<file path="src/rtl/aclk_pkg.sv">
// Shared constants for the link reset and clock monitor: word width,
// data-in line count and field positions of the control/status word.
package aclk_pkg;
    localparam int GSR_W       = 32;
    localparam int SDIN_N      = 3;
    localparam int B_GPI_STS   = 0;
    localparam int B_WARM      = 1;
    localparam int B_COLD_N    = 2;
    localparam int B_GPI_IE    = 3;
    localparam int B_RES_LO    = 4;
    localparam int B_RDY_LO    = 8;
    localparam int B_BCLK_STOP = 12;
    localparam int B_LINES_LO  = 20;
endpackage

</file>
<file path="src/rtl/aclk_bclk_mon.sv">
// Bit-clock activity monitor.
// Brings the asynchronous bit clock into the host domain through a
// SYNC_STAGES-deep flop chain and flags a transition whenever two
// successive synchronised samples differ. A saturating idle counter
// reports "stopped" after STOP_CYC host cycles without a transition.
// Assumes the bit clock toggles at most once per host cycle.
module aclk_bclk_mon #(
    parameter int SYNC_STAGES = 2,
    parameter int STOP_CYC    = 4
) (
    input  logic clk,
    input  logic rst_n,
    input  logic bit_clk_i,
    output logic edge_o,
    output logic stopped_o
);
    localparam int CNT_W = $clog2(STOP_CYC + 1);
    localparam logic [CNT_W-1:0] STOP_V = CNT_W'(STOP_CYC);

    logic [SYNC_STAGES-1:0] sync_q;
    logic                   last_q;
    logic [CNT_W-1:0]       idle_q;

    // Synchroniser chain plus one history flop for edge detection.
    always_ff @(posedge clk) begin
        if (!rst_n) begin
            sync_q <= '0;
            last_q <= 1'b0;
        end else begin
            sync_q <= {sync_q[SYNC_STAGES-2:0], bit_clk_i};
            last_q <= sync_q[SYNC_STAGES-1];
        end
    end

    assign edge_o = sync_q[SYNC_STAGES-1] ^ last_q;

    // Idle run counter: restarts on a transition, saturates at STOP_CYC.
    always_ff @(posedge clk) begin
        if (!rst_n) begin
            idle_q <= '0;
        end else if (edge_o) begin
            idle_q <= '0;
        end else if (idle_q != STOP_V) begin
            idle_q <= idle_q + 1'b1;
        end
    end

    assign stopped_o = (idle_q == STOP_V);

    AST_EDGE_CLEARS_STOP: assert property (@(posedge clk) disable iff (!rst_n)
        edge_o |=> !stopped_o);
endmodule

</file>
<file path="src/rtl/aclk_warm_seq.sv">
// Warm reset sequencer.
// Accepts a software warm reset request only while the bit clock is
// stopped. Holds the request, which drives sync high, until the monitor
// reports a transition. A low cold reset control abandons it.
// Assumes set_req_i is a single-cycle write strobe.
module aclk_warm_seq (
    input  logic clk,
    input  logic rst_n,
    input  logic set_req_i,
    input  logic stopped_i,
    input  logic edge_i,
    input  logic cold_n_i,
    output logic warm_o
);
    logic warm_q;

    // Warm reset state: set when allowed, self-clear on bit-clock activity.
    always_ff @(posedge clk) begin
        if (!rst_n) begin
            warm_q <= 1'b0;
        end else if (!cold_n_i) begin
            warm_q <= 1'b0;
        end else if (warm_q) begin
            warm_q <= !edge_i;
        end else begin
            warm_q <= set_req_i && stopped_i;
        end
    end

    assign warm_o = warm_q;

    AST_WARM_REJECT_RUNNING: assert property (@(posedge clk) disable iff (!rst_n)
        (set_req_i && !stopped_i && !warm_q) |=> !warm_q);
    AST_WARM_HELD: assert property (@(posedge clk) disable iff (!rst_n)
        (warm_q && !edge_i && cold_n_i) |=> warm_q);
    AST_COLD_ABORTS_WARM: assert property (@(posedge clk) disable iff (!rst_n)
        !cold_n_i |=> !warm_q);
endmodule

</file>
<file path="src/rtl/aclk_gsr.sv">
// Global control and status word.
// Holds the cold reset control (with retention through reset), the GPI
// interrupt enable, the sticky GPI-change and resume flags, and the ready
// mirror. Assembles the read word and the level interrupt.
// Assumes gpi_i, ready_i and resume_i are synchronous to clk.
module aclk_gsr
    import aclk_pkg::*;
#(
    parameter int NUM_GPI = 8
) (
    input  logic              clk,
    input  logic              rst_n,
    input  logic              keep_cold_i,
    input  logic              wr_en_i,
    input  logic              wr_clr_gpi_i,
    input  logic              wr_cold_n_i,
    input  logic              wr_ie_i,
    input  logic [SDIN_N-1:0] wr_clr_res_i,
    input  logic [NUM_GPI-1:0] gpi_i,
    input  logic [SDIN_N-1:0] ready_i,
    input  logic [SDIN_N-1:0] resume_i,
    input  logic              warm_i,
    input  logic              stopped_i,
    output logic [GSR_W-1:0]  rd_data_o,
    output logic              cold_n_o,
    output logic              irq_o
);
    logic               cold_q;
    logic               ie_q;
    logic               gsts_q;
    logic [NUM_GPI-1:0] gpi_prev_q;
    logic [SDIN_N-1:0]  rdy_q;
    logic [SDIN_N-1:0]  res_q;
    logic               gpi_chg;

    assign gpi_chg = (gpi_i != gpi_prev_q);

    // Control bits: cold reset survives reset when retention is asserted.
    always_ff @(posedge clk) begin
        if (!rst_n) begin
            cold_q <= keep_cold_i ? cold_q : 1'b0;
            ie_q   <= 1'b0;
        end else if (wr_en_i) begin
            cold_q <= wr_cold_n_i;
            ie_q   <= wr_ie_i;
        end
    end

    // GPI change flag: set on any input change, write-one-to-clear, set wins.
    always_ff @(posedge clk) begin
        if (!rst_n) begin
            gsts_q     <= 1'b0;
            gpi_prev_q <= gpi_i;
        end else begin
            gpi_prev_q <= gpi_i;
            if (gpi_chg) begin
                gsts_q <= 1'b1;
            end else if (wr_en_i && wr_clr_gpi_i) begin
                gsts_q <= 1'b0;
            end
        end
    end

    // Ready mirror: follows the data-in lines, forced low during cold reset.
    always_ff @(posedge clk) begin
        if (!rst_n) begin
            rdy_q <= '0;
        end else begin
            rdy_q <= cold_q ? ready_i : '0;
        end
    end

    // One sticky resume flag per data-in line.
    for (genvar i = 0; i < SDIN_N; i++) begin : g_res
        // Resume flag i: set by its event pulse, cleared by writing one.
        always_ff @(posedge clk) begin
            if (!rst_n) begin
                res_q[i] <= 1'b0;
            end else if (resume_i[i]) begin
                res_q[i] <= 1'b1;
            end else if (wr_en_i && wr_clr_res_i[i]) begin
                res_q[i] <= 1'b0;
            end
        end

        AST_RES_STICKY: assert property (@(posedge clk) disable iff (!rst_n)
            (res_q[i] && !(wr_en_i && wr_clr_res_i[i])) |=> res_q[i]);
    end

    // Read word assembly; unlisted bits read zero.
    always_comb begin
        rd_data_o = '0;
        rd_data_o[B_GPI_STS]   = gsts_q;
        rd_data_o[B_WARM]      = warm_i;
        rd_data_o[B_COLD_N]    = cold_q;
        rd_data_o[B_GPI_IE]    = ie_q;
        rd_data_o[B_BCLK_STOP] = stopped_i;
        for (int i = 0; i < SDIN_N; i++) begin
            rd_data_o[B_RES_LO + i]   = res_q[i];
            rd_data_o[B_RDY_LO + i]   = rdy_q[i];
            rd_data_o[B_LINES_LO + i] = 1'b1;
        end
    end

    assign cold_n_o = cold_q;
    assign irq_o    = (gsts_q && ie_q) || (|res_q);

    AST_GPI_W1C: assert property (@(posedge clk) disable iff (!rst_n)
        (wr_en_i && wr_clr_gpi_i && !gpi_chg) |=> !gsts_q);
    AST_READY_MIRROR: assert property (@(posedge clk) disable iff (!rst_n)
        cold_q |=> (rdy_q == $past(ready_i)));
    AST_READY_COLD: assert property (@(posedge clk) disable iff (!rst_n)
        !cold_q |=> (rdy_q == '0));
    AST_IRQ_LEVEL: assert property (@(posedge clk) disable iff (!rst_n)
        $fell(irq_o) |-> $past(wr_en_i));
endmodule

</file>
<file path="src/rtl/aclk_link_ctl.sv">
// Host-side link reset and clock monitor, top level.
// Ties the bit-clock monitor, the warm reset sequencer and the control
// word together and drives the codec reset and sync lines.
// Assumes single-cycle write strobes and host-synchronous status inputs.
module aclk_link_ctl
    import aclk_pkg::*;
#(
    parameter int NUM_GPI     = 8,
    parameter int SYNC_STAGES = 2,
    parameter int STOP_CYC    = 4
) (
    input  logic               clk,
    input  logic               rst_n,
    input  logic               keep_cold_i,
    input  logic               bit_clk_i,
    input  logic [SDIN_N-1:0]  sdin_ready_i,
    input  logic [SDIN_N-1:0]  sdin_resume_i,
    input  logic [NUM_GPI-1:0] gpi_i,
    input  logic               wr_en_i,
    input  logic [GSR_W-1:0]   wr_data_i,
    output logic [GSR_W-1:0]   rd_data_o,
    output logic               codec_reset_n_o,
    output logic               codec_sync_o,
    output logic               irq_o
);
    logic bclk_edge;
    logic bclk_stopped;
    logic warm;
    logic cold_n;
    logic unused_wr_bits;

    assign unused_wr_bits = ^{wr_data_i[GSR_W-1:B_RES_LO+SDIN_N]};

    aclk_bclk_mon #(
        .SYNC_STAGES(SYNC_STAGES),
        .STOP_CYC   (STOP_CYC)
    ) u_mon (
        .clk      (clk),
        .rst_n    (rst_n),
        .bit_clk_i(bit_clk_i),
        .edge_o   (bclk_edge),
        .stopped_o(bclk_stopped)
    );

    aclk_warm_seq u_warm (
        .clk      (clk),
        .rst_n    (rst_n),
        .set_req_i(wr_en_i && wr_data_i[B_WARM]),
        .stopped_i(bclk_stopped),
        .edge_i   (bclk_edge),
        .cold_n_i (cold_n),
        .warm_o   (warm)
    );

    aclk_gsr #(
        .NUM_GPI(NUM_GPI)
    ) u_gsr (
        .clk         (clk),
        .rst_n       (rst_n),
        .keep_cold_i (keep_cold_i),
        .wr_en_i     (wr_en_i),
        .wr_clr_gpi_i(wr_data_i[B_GPI_STS]),
        .wr_cold_n_i (wr_data_i[B_COLD_N]),
        .wr_ie_i     (wr_data_i[B_GPI_IE]),
        .wr_clr_res_i(wr_data_i[B_RES_LO +: SDIN_N]),
        .gpi_i       (gpi_i),
        .ready_i     (sdin_ready_i),
        .resume_i    (sdin_resume_i),
        .warm_i      (warm),
        .stopped_i   (bclk_stopped),
        .rd_data_o   (rd_data_o),
        .cold_n_o    (cold_n),
        .irq_o       (irq_o)
    );

    assign codec_reset_n_o = cold_n;
    assign codec_sync_o    = warm;
endmodule

</file>
<file path="config.mk">
export PLATFORM = sky130hd
export DESIGN_NAME = aclk_link_ctl
export DESIGN_NICKNAME = d
export VERILOG_FILES = /design/src/rtl/aclk_pkg.sv /design/src/rtl/aclk_bclk_mon.sv /design/src/rtl/aclk_warm_seq.sv /design/src/rtl/aclk_gsr.sv /design/src/rtl/aclk_link_ctl.sv
export SDC_FILE = /design/constraint.sdc
export NUM_CORES = 1
export LEC_CHECK = 0
export BUFFER_PORTS_ARGS = -buffer_cell sky130_fd_sc_hd__buf_4
export CAP_MARGIN = 0
export CORE_AREA = 2 2 55 57
export CTS_BUF_LIST = sky130_fd_sc_hd__clkbuf_8
export DETAILED_ROUTE_END_ITERATION = 10
export DIE_AREA = 0 0 57 59
export GPL_TIMING_DRIVEN = 0
export PLACE_DENSITY = 0.79
export SETUP_SLACK_MARGIN = 0.2
export SKIP_LAST_GASP = 1
export SLEW_MARGIN = 10
export SYNTH_ARGS = -nofsm -noshare
export SYNTH_HDL_FRONTEND = slang
export SYNTH_HIERARCHICAL = 1
export SYNTH_SLANG_ARGS = --single-unit
export TNS_END_PERCENT = 100
</file>
<file path="constraint.sdc">
create_clock -name clk -period 1.3 [get_ports clk]
set_input_delay 0.13 -clock clk [delete_from_list [all_inputs] [get_ports clk]]
set_output_delay 0.13 -clock clk [all_outputs]
set_load 0.02 [all_outputs]
</file>
==> results of run 1 <==
timing repair:
item                                   in CTS  in global routing
setup buffers                               6                  1
setup endpoints to repair                   8                  9
endpoints found under the hold margin       8                  0
hold buffers                                8                  0
pin swaps                                   5                  4
resized for setup                          15                 14
worst register-to-register path: stages, from the launching register on:
cell      delay [ns]
dfxtp_2         0.34
inv_2           0.04
ha_4            0.14
buf_4           0.14
a21o_2          0.22
a211oi_2        0.19
cell usage after synthesis:
cell / instances
nand2_1: 5
inv_1: 4
ha_1: 2
a21oi_1: 5
and2_1: 5
a31oi_1: 1
nor2_1: 7
mux2i_1: 1
edfxtp_1: 1
dfxtp_1: 23
nand3_1: 2
and2_2: 1
a21o_2: 1
xor2_1: 9
a21bo_2: 1
nand2b_1: 1
nand3b_1: 1
nor3_1: 1
a2111o_1: 1
nor4_2: 1
a211oi_1: 2
conb_1: 2
a2111oi_1: 1
buf_4: 26
and3b_1: 1
and3_1: 3
sequential cells by signal (all words and copies together), names as in the netlist:
register / cells
u_mon/idle_q: 3
u_gsr/gsts_q: 1
u_mon/sync_q: 2
u_mon/last_q: 1
u_gsr/ie_q: 1
u_gsr/rdy_q: 3
u_gsr/rd_data_o: 3
u_warm/warm_o: 1
u_gsr/gpi_prev_q: 8
u_gsr/cold_n_o: 1
layout make-up:
| cell class | instances | area share (%) |
|---|---|---|
| clock buffers | 3 | 2.33 |
| repair buffers | 54 | 26.4 |
| inverters | 4 | 0.849 |
| well taps | 31 | 2.19 |
| clock inverters | 1 | 1.70 |
| plain buffers | 26 | 11.5 |
| multi-input cells | 73 | 26.9 |
| flip-flops and latches | 24 | 28.1 |
logic make-up after synthesis:
| group | share of synthesized area (%) |
|---|---|
| adders and majority gates | 2.36 |
| buffers and inverters | 19.8 |
| muxes | 0.943 |
| and+or+nand+nor | 14.4 |
| AOI/OAI and AO/OA | 8.14 |
| xor gates and xnor gates | 7.43 |
| other | 0.708 |
| DFF | 46.2 |
power groups by stage:
stage	clock network, mW	registers [mW]	logic [mW]
after floorplan	0	0.845	0.214
after global placement	0	0.830	0.347
after detailed placement	0	0.834	0.357
after CTS	0.656	0.814	0.435
after global routing	0.690	0.822	0.498
final	0.646	0.818	0.463
routing by layer:
| layer | global-route usage (%) | vias to the layer above |
|---|---|---|
| met4 | 4.98 | 0 |
| met3 | 4.59 | 2 |
| met2 | 28.2 | 52 |
| met1 | 13.9 | 394 |
| met5 | 0 | - |
| li1 | - | 457 |
worst paths after layout:
kind	start	endpoint	slack (ns)	depth (start not counted)
min reg2reg	u_mon/sync_q[0]	u_mon/sync_q[1]	0.44	1
max	u_mon/idle_q[0]	rd_data_o[12]	0.006	5
max reg2reg	u_mon/idle_q[0]	u_mon/idle_q[0]	0.15	5
min	bit_clk_i	u_mon/sync_q[0]	0.07	2
stage by stage:
step / setup slack [ns] / hold WS (ns) / area [um^2]
finish: 0.00578 / 0.0683 / 1770
global route: -0.0401 / 0.0546 / 1770
CTS: 0.00214 / 0.0647 / 1710
detailed placement: 0.0515 / 0.253 / 1470
global placement: 0.0900 / 0.250 / 1470
floorplan: 0.209 / 0.158 / 1130
layout by cell type, fill, tap and decap left out, drive strengths merged, types with 2 or more instances in the layout:
cell / synthesis / layout
dfxtp: 23 / 23
a211oi: 2 / 2
nor2: 7 / 7
inv: 4 / 4
a21oi: 5 / 5
ha: 2 / 2
dlygate4sd3: 0 / 6
buf: 26 / 72
dlymetal6s4s: 0 / 2
nand3: 2 / 2
nand2: 5 / 5
conb: 2 / 21
xor2: 9 / 9
and2: 6 / 6
and3: 3 / 3
clkbuf: 0 / 3
==> results.toml, run 1 <==
[route]
ant_nets = 0
drc = 0
wl_per_cell_um = 11.4
vias_per_cell = 4.19
m1WireLength_um = 852
routed_wl_mm = 2.47
wl_met3_um = 244
dr.pass1.iters = 4
dr.max_layer_used = "met4"
route.vias.total = 905
drt_iter0_drc = 6
wl_met2_mm = 1.36

[pwr]
sw_frac_of_total_pct = 24.6
pwr-share-clk_pct = 33.5
power_density_mw_per_mm2 = 1090
combPwrFrac_pct = 24.0
power.leakage_nw = 0.914
intPower_mw = 1.45
fin_total_pwr_mw = 1.93
seqPwrFrac_pct = 42.4
vdd_drop_max_mv = 0.850
p_switching_uw = 475

[grt]
antenna_found_initial = 0
grt.total_usage_pct = 14.3
grt_pass1_wl_mm = 3.69
grt_max_degree = 15
grt_pass1_vias = 905
grt_overflow_total = 0

[layout]
nFillCells = 222
area_growth_pct = 66.7
multiInputGateArea_um2 = 475
drive_gt1_share_pct = 50.8
regArea_um2 = 498
antenna_cells = 0
final_core_util_pct = 65.3
stdcell_count = 216
finalNetCount = 239

[sta]
slew_viol_final = 0
rsz0062_at_grt = "yes"
finalSetupViolCount = 0
finalHoldViolations = 0
finalCriticalPeriod_ns = 1.29
fin_crit_sh_pct = 99.6
setup-tns-final_ns = 0
skew_ns = 0.00359
timing.fmax_mhz = 773

[critical_path]
worst-setup-path-type = "register to output pin"
critPathArrivalTime_ns = 1.16
end_kind = "output pin"
cp-start-kind = "register"
worstPathMaxFanout = 2
crit_top_cell = "buf_6"
slowest_delay_ns = 0.34
cp_cell_sequence = "inv_2 > ha_4 > and2_4 > buf_6 > buf_6"
crit_slowest_cell = "dfxtp_2"
path_buf_inv = 3
cp_top_family = "flip-flops"
crit_required_ns = 1.17

[clock_network]
tritoncts = "done"
cts_root_buf = "clkbuf_8"
cts_buffer_depth = 2
clkLatencyLatePin_ns = 0.26
clk_pin_slew_ns = 0.09
clock_sinks = 24
htreeDepth = 1
cts_buffers = 3

[yosys]
syn_inst = 108
yosys.area.top_type_share_pct = 43.4
yosysWarnings = 6
avgSynthCellArea_um2 = 9.82
yosys.area.top_type = "dfxtp_1"
syn_area_mm2 = 0.00106
ys_types = 26
synthTopCellsByArea = "dfxtp_1, buf_4, xor2_1"
yosysSeqAreaShare_pct = 46.2
ys_seq_elements = 24

[placement]
globalplace.congestion = 0.652
port_buffers = 39
place_inst = 197
dp_hpwl_mm = 1.69

[floorplanning]
die_x_um = 57
io_pins = 86
dieHeight_um = 59
rows = 19
die_area_mm2 = 0.00336
initial_utilization_pct = 39.2
core-area_mm2 = 0.00271

[flow_run]
drv_cap = 0

[status]
status = "completed"

[min_path]
worstHoldPathType = "input port to register"
No activity file was read; power rests on OpenSTA's default activity.
==> run 2, diff against run 1 <==
--- a/config.mk
+++ b/config.mk
@@ -5,14 +5,13 @@
 export SDC_FILE = /design/constraint.sdc
 export NUM_CORES = 1
 export LEC_CHECK = 0
-export BUFFER_PORTS_ARGS = -buffer_cell sky130_fd_sc_hd__buf_4
 export CAP_MARGIN = 0
 export CORE_AREA = 2 2 55 57
 export CTS_BUF_LIST = sky130_fd_sc_hd__clkbuf_8
 export DETAILED_ROUTE_END_ITERATION = 10
 export DIE_AREA = 0 0 57 59
+export DONT_BUFFER_PORTS = 1
 export GPL_TIMING_DRIVEN = 0
-export PLACE_DENSITY = 0.79
 export SETUP_SLACK_MARGIN = 0.2
 export SKIP_LAST_GASP = 1
 export SLEW_MARGIN = 10
==> run 2 against run 1 <==
Combinational power down 32%; clock-buffer cell count up 1; worst hold slack worse by 0.054 ns; sequential cell count unchanged; critical path type unchanged; power down 15%; via count down 16%; die area unchanged; first-iteration DRC count rose to 2.8 times the previous value; clock skew down 0.0020 ns; largest power group unchanged; clock power down 24%.
==> results.toml, run 2 (synthesized netlist as in run 1, its figures left out) <==
[pwr]
sw_frac_of_total_pct = 25.6
combPwrFrac_pct = 19.1
seqPwrFrac_pct = 51.0
vdd_drop_max_mv = 1.08
p_switching_uw = 421
pwr-share-clk_pct = 29.9
power.leakage_nw = 0.685
power_density_mw_per_mm2 = 1150
intPower_mw = 1.22

[floorplanning]
dieHeight_um = 59
initial_utilization_pct = 39.2
rows = 19
core-area_mm2 = 0.00271
io_pins = 86
die_area_mm2 = 0.00336
die_x_um = 57

[grt]
grt_max_degree = 14
antenna_found_initial = 0
grt_pass1_vias = 745
grt_pass1_wl_mm = 3.07
grt.total_usage_pct = 12.1
grt_overflow_total = 0

[route]
ant_nets = 0
routed_wl_mm = 1.98
drt_iter0_drc = 17
route.vias.total = 758
drc = 0
dr.pass1.iters = 5
vias_per_cell = 4.26
wl_per_cell_um = 11.1

[critical_path]
crit_slowest_cell = "a2111o_1"
cp_cell_sequence = "a2111o_1"
r2r-start = "u_mon/idle_q[1]"
r2r_setup_slack_ns = 0.20
cp_top_family = "compound AO/OA/AOI/OAI gates"
worst-setup-path-type = "register to output pin"
reg2reg_depth = 5
worstPathMaxFanout = 3
cp-start-kind = "register"
end_kind = "output pin"
slowest_delay_ns = 0.49
critPathArrivalTime_ns = 1.13
crit_required_ns = 1.17
path_buf_inv = 0
rr_endpoint = "u_mon/idle_q[0]"

[sta]
finalHoldWorstSlack_ns = 0.0147
setup_ws_ns = 0.0373
finalSetupViolCount = 0
rsz0062_at_grt = "yes"
fin_crit_sh_pct = 97.1
timing.fmax_mhz = 792
skew_ns = 0.00159
slew_viol_final = 0
finalHoldViolations = 0
setup-tns-final_ns = 0
finalCriticalPeriod_ns = 1.26

[clock_network]
cts_root_buf = "clkbuf_8"
tritoncts = "done"
htreeDepth = 1
cts_buffers = 3
clkLatencyLatePin_ns = 0.26
clock_sinks = 24
cts_buffer_depth = 2
clk_pin_slew_ns = 0.08

[placement]
port_buffers = 0
pre_cts_slack_ns = 0.113
globalplace.congestion = 0.642
place_inst = 158
dp_hpwl_mm = 1.42

[layout]
area_growth_pct = 35.0
finalNetCount = 201
nFillCells = 256
final_common_cell = "buf_4"
regArea_um2 = 499
final_cell_mix = "buf_4, conb_1, dfxtp_1"
drive_gt1_share_pct = 33.3
antenna_cells = 0
top_register = "u_gsr/gpi_prev_q"
multiInputGateArea_um2 = 465
final_core_util_pct = 52.9
stdcell_count = 178
largest_register_ffs = 8

[min_path]
holdPathStages = 1
worstHoldPathType = "input port to register"
min_from = "rst_n"
whs_endpoint = "u_gsr/rdy_q[0]"

[status]
status = "completed"

[flow_run]
drv_cap = 0
## run 2: changes by cell type in the layout (fill, tap and decap cells not counted), sizes merged
cell | before | now
buf | 72 | 29
dlygate4sd3 | 6 | 13
dlymetal6s4s | 2 | 0
bufinv | 1 | 0
clkbuf | 3 | 4
## run 2: power by group through the flow
stage | logic [mW] | registers, mW | clock network [mW]
floorplan | 0.214 | 0.845 | 0
global placement | 0.225 | 0.852 | 0
detailed placement | 0.232 | 0.854 | 0
CTS | 0.308 | 0.837 | 0.505
global route | 0.344 | 0.842 | 0.535
finish | 0.314 | 0.837 | 0.492
## run 2: worst reg2reg max path, stage by stage (launching register included)
cell and delay [ns]:
dfxtp_2 0.34, inv_2 0.04, ha_4 0.15, buf_6 0.12, a21o_2 0.20, a211oi_2 0.16
## run 2: what timing repair did
item	4_1_cts	5_1_grt
buffers inserted	3	0
hold buffers	13	0
hold endpoints to repair	15	0
endpoints found under the setup margin	7	9
pin swaps	4	2
gates resized for setup	13	4
gates cloned	0	0
## run 2: how the worst max path moves through the flow
stage | slack [ns] | startpoint | end | cells past startpoint
final | 0.04 | u_gsr/rd_data_o[5] | irq_o | 1
after floorplan | 0.21 | u_mon/idle_q[0] | u_mon/idle_q[1] | 4
after global placement | 0.18 | u_mon/idle_q[0] | u_mon/idle_q[1] | 4
after CTS | 0.03 | u_gsr/rd_data_o[6] | irq_o | 1
after detailed placement | 0.11 | u_mon/idle_q[1] | u_mon/idle_q[1] | 4
after global routing | 0.004 | u_gsr/rd_data_o[5] | irq_o | 1
## run 2: routing by layer
| metal | wire length [um] | GRT usage, % | vias to the layer above |
|---|---|---|---|
| met5 | 0 | 0 | - |
| met4 | 0 | 1.99 | 0 |
| met3 | 204 | 6.55 | 0 |
| met2 | 1040 | 22.2 | 40 |
| met1 | 730 | 12.3 | 333 |
| li1 | - | - | 385 |
## run 2: metrics by stage
step / total power, mW / cell area (um^2)
3_5_place_dp: 1.09 / 1170
2_1_floorplan: 1.06 / 1130
5_1_grt: 1.72 / 1430
4_1_cts: 1.65 / 1420
3_3_place_gp: 1.08 / 1170
6_report: 1.64 / 1430
## run 2: area by class of cell
| type | instances | area share, % |
|---|---|---|
| Multi-Input combinational cell | 73 | 32.5 |
| Clock buffer | 4 | 3.84 |
| Timing Repair Buffer | 16 | 10.9 |
| Tap cell | 31 | 2.71 |
| Sequential cell | 24 | 34.8 |
| Inverter | 4 | 1.05 |
| Buffer | 26 | 14.1 |
==> run 3, diff against run 2 <==
==> constraint.sdc (replaced) <==
create_clock -name clk -period 1.5 [get_ports clk]
set_input_delay 0.15 -clock clk [delete_from_list [all_inputs] [get_ports clk]]
set_output_delay 0.15 -clock clk [all_outputs]
set_load 0.02 [all_outputs]
==> run 3 against run 2 <==
Setup slack improved by 0.18 ns; register-to-register slack better by 0.10 ns; sequential share of layout area up 1.0 points; non-clock buffer count is 2 lower; sequential cell count is the same; worst hold slack got worse by 0.0069 ns; via count is 1.2% lower; critical path type unchanged; largest cell class unchanged; highest routed layer unchanged.
==> results.toml, run 3 (synthesized netlist as in run 1, its figures left out) <==
[floorplanning]
io_pins = 86
die_x_um = 57
dieHeight_um = 59
rows = 19
core-area_mm2 = 0.00271
die_area_mm2 = 0.00336
initial_utilization_pct = 39.2

[layout]
top_register = "u_gsr/gpi_prev_q"
antenna_cells = 0
nFillCells = 251
final_common_cell = "buf_4"
drive_gt1_share_pct = 30.3
final_cell_mix = "buf_4, conb_1, dfxtp_1"
stdcell_count = 176
area_growth_pct = 30.2
finalNetCount = 199
largest_register_ffs = 8

[sta]
finalSetupViolCount = 0
slew_viol_final = 0
timing.fmax_mhz = 782
setup-tns-final_ns = 0
rsz0062_at_grt = "yes"
skew_ns = 0.00122
finalHoldWorstSlack_ns = 0.00777
finalCriticalPeriod_ns = 1.28
finalHoldViolations = 0
fin_crit_sh_pct = 85.2

[route]
dr.pass1.iters = 2
vias_per_cell = 4.26
wl_per_cell_um = 11.0
route.vias.total = 749
ant_nets = 0
drt_iter0_drc = 5
drc = 0
routed_wl_mm = 1.94

[min_path]
min_from = "rst_n"
holdPathStages = 2
worstHoldPathType = "input port to register"
whs_endpoint = "u_warm/warm_o"

[placement]
dp_hpwl_mm = 1.41
place_inst = 158
globalplace.congestion = 0.678
port_buffers = 0

[critical_path]
r2r_setup_slack_ns = 0.30
crit_slowest_cell = "a2111o_1"
reg2reg_depth = 5
end_kind = "output pin"
slowest_delay_ns = 0.50
crit_required_ns = 1.35
cp_top_family = "compound AO/OA/AOI/OAI gates"
rr_endpoint = "u_mon/idle_q[1]"
r2r-start = "u_mon/idle_q[1]"
cp-start-kind = "register"
path_buf_inv = 0
critPathArrivalTime_ns = 1.13
worst-setup-path-type = "register to output pin"
cp_cell_sequence = "a2111o_1"
worstPathMaxFanout = 3

[clock_network]
clock_sinks = 24
tritoncts = "done"
cts_root_buf = "clkbuf_8"
cts_buffer_depth = 2
htreeDepth = 1
cts_buffers = 3
clk_pin_slew_ns = 0.08
clkLatencyLatePin_ns = 0.26

[grt]
grt_max_degree = 14
grt_pass1_vias = 687
antenna_found_initial = 0
grt.total_usage_pct = 11.1
grt_pass1_wl_mm = 2.79
grt_overflow_total = 0

[pwr]
fin_total_pwr_mw = 1.40
vdd_drop_max_mv = 0.738
power_density_mw_per_mm2 = 1010
power.leakage_nw = 0.674

[status]
status = "completed"

[flow_run]
drv_cap = 0
==> run 3: metal layers <==
metal	wire length (um)	share of wire [%]	vias up	track usage, %
li1	-	-	380	-
met1	718	37	324	9.67
met2	988	51	45	21.3
met3	235	12	0	6.77
met4	0	0	0	2.99
met5	0	0	-	0
==> run 3: power by group <==
| group | switching, mW | internal [mW] | leakage [nW] |
|---|---|---|---|
| clock network | 0.186 | 0.234 | 0.0288 |
| logic | 0.123 | 0.130 | 0.443 |
| registers | 0.0425 | 0.683 | 0.202 |
==> run 3: repair_timing <==
action,CTS,global route
endpoints found under the hold margin,9,2
pin swaps,2,1
setup buffers,3,0
gates resized for setup,7,3
endpoints found under the setup margin,2,2
hold buffers,9,2
==> run 3: area by class of cell <==
type | count | area, um^2 | share of cell area (%)
Buffer | 26 | 199 | 14.4
Sequential cell | 24 | 495 | 35.9
Clock buffer | 4 | 55.1 | 3.99
Tap cell | 31 | 38.8 | 2.81
Multi-Input combinational cell | 73 | 445 | 32.2
Timing Repair Buffer | 14 | 133 | 9.60
Inverter | 4 | 15.0 | 1.09
==> run 3: through the flow <==
| step | instance area [um^2] | utilization, % | setup WS (ns) |
|---|---|---|---|
| floorplan | 1130 | - | 0.375 |
| global placement | 1170 | 43.2 | 0.345 |
| detailed placement | 1170 | 43.2 | 0.281 |
| CTS | 1360 | 50.2 | 0.201 |
| global route | 1380 | 51.0 | 0.183 |
| finish | 1380 | 51.0 | 0.221 |
==> run 3: worst max path at each step <==
stage,from,end,slack [ns],depth (start not counted)
finish,u_gsr/rd_data_o[5],irq_o,0.22,1
global route,u_gsr/rd_data_o[5],irq_o,0.18,1
CTS,u_gsr/rd_data_o[6],irq_o,0.20,1
detailed placement,u_mon/idle_q[0],u_mon/idle_q[1],0.28,4
global placement,u_mon/idle_q[0],u_mon/idle_q[1],0.35,4
floorplan,u_mon/idle_q[0],rd_data_o[12],0.37,4
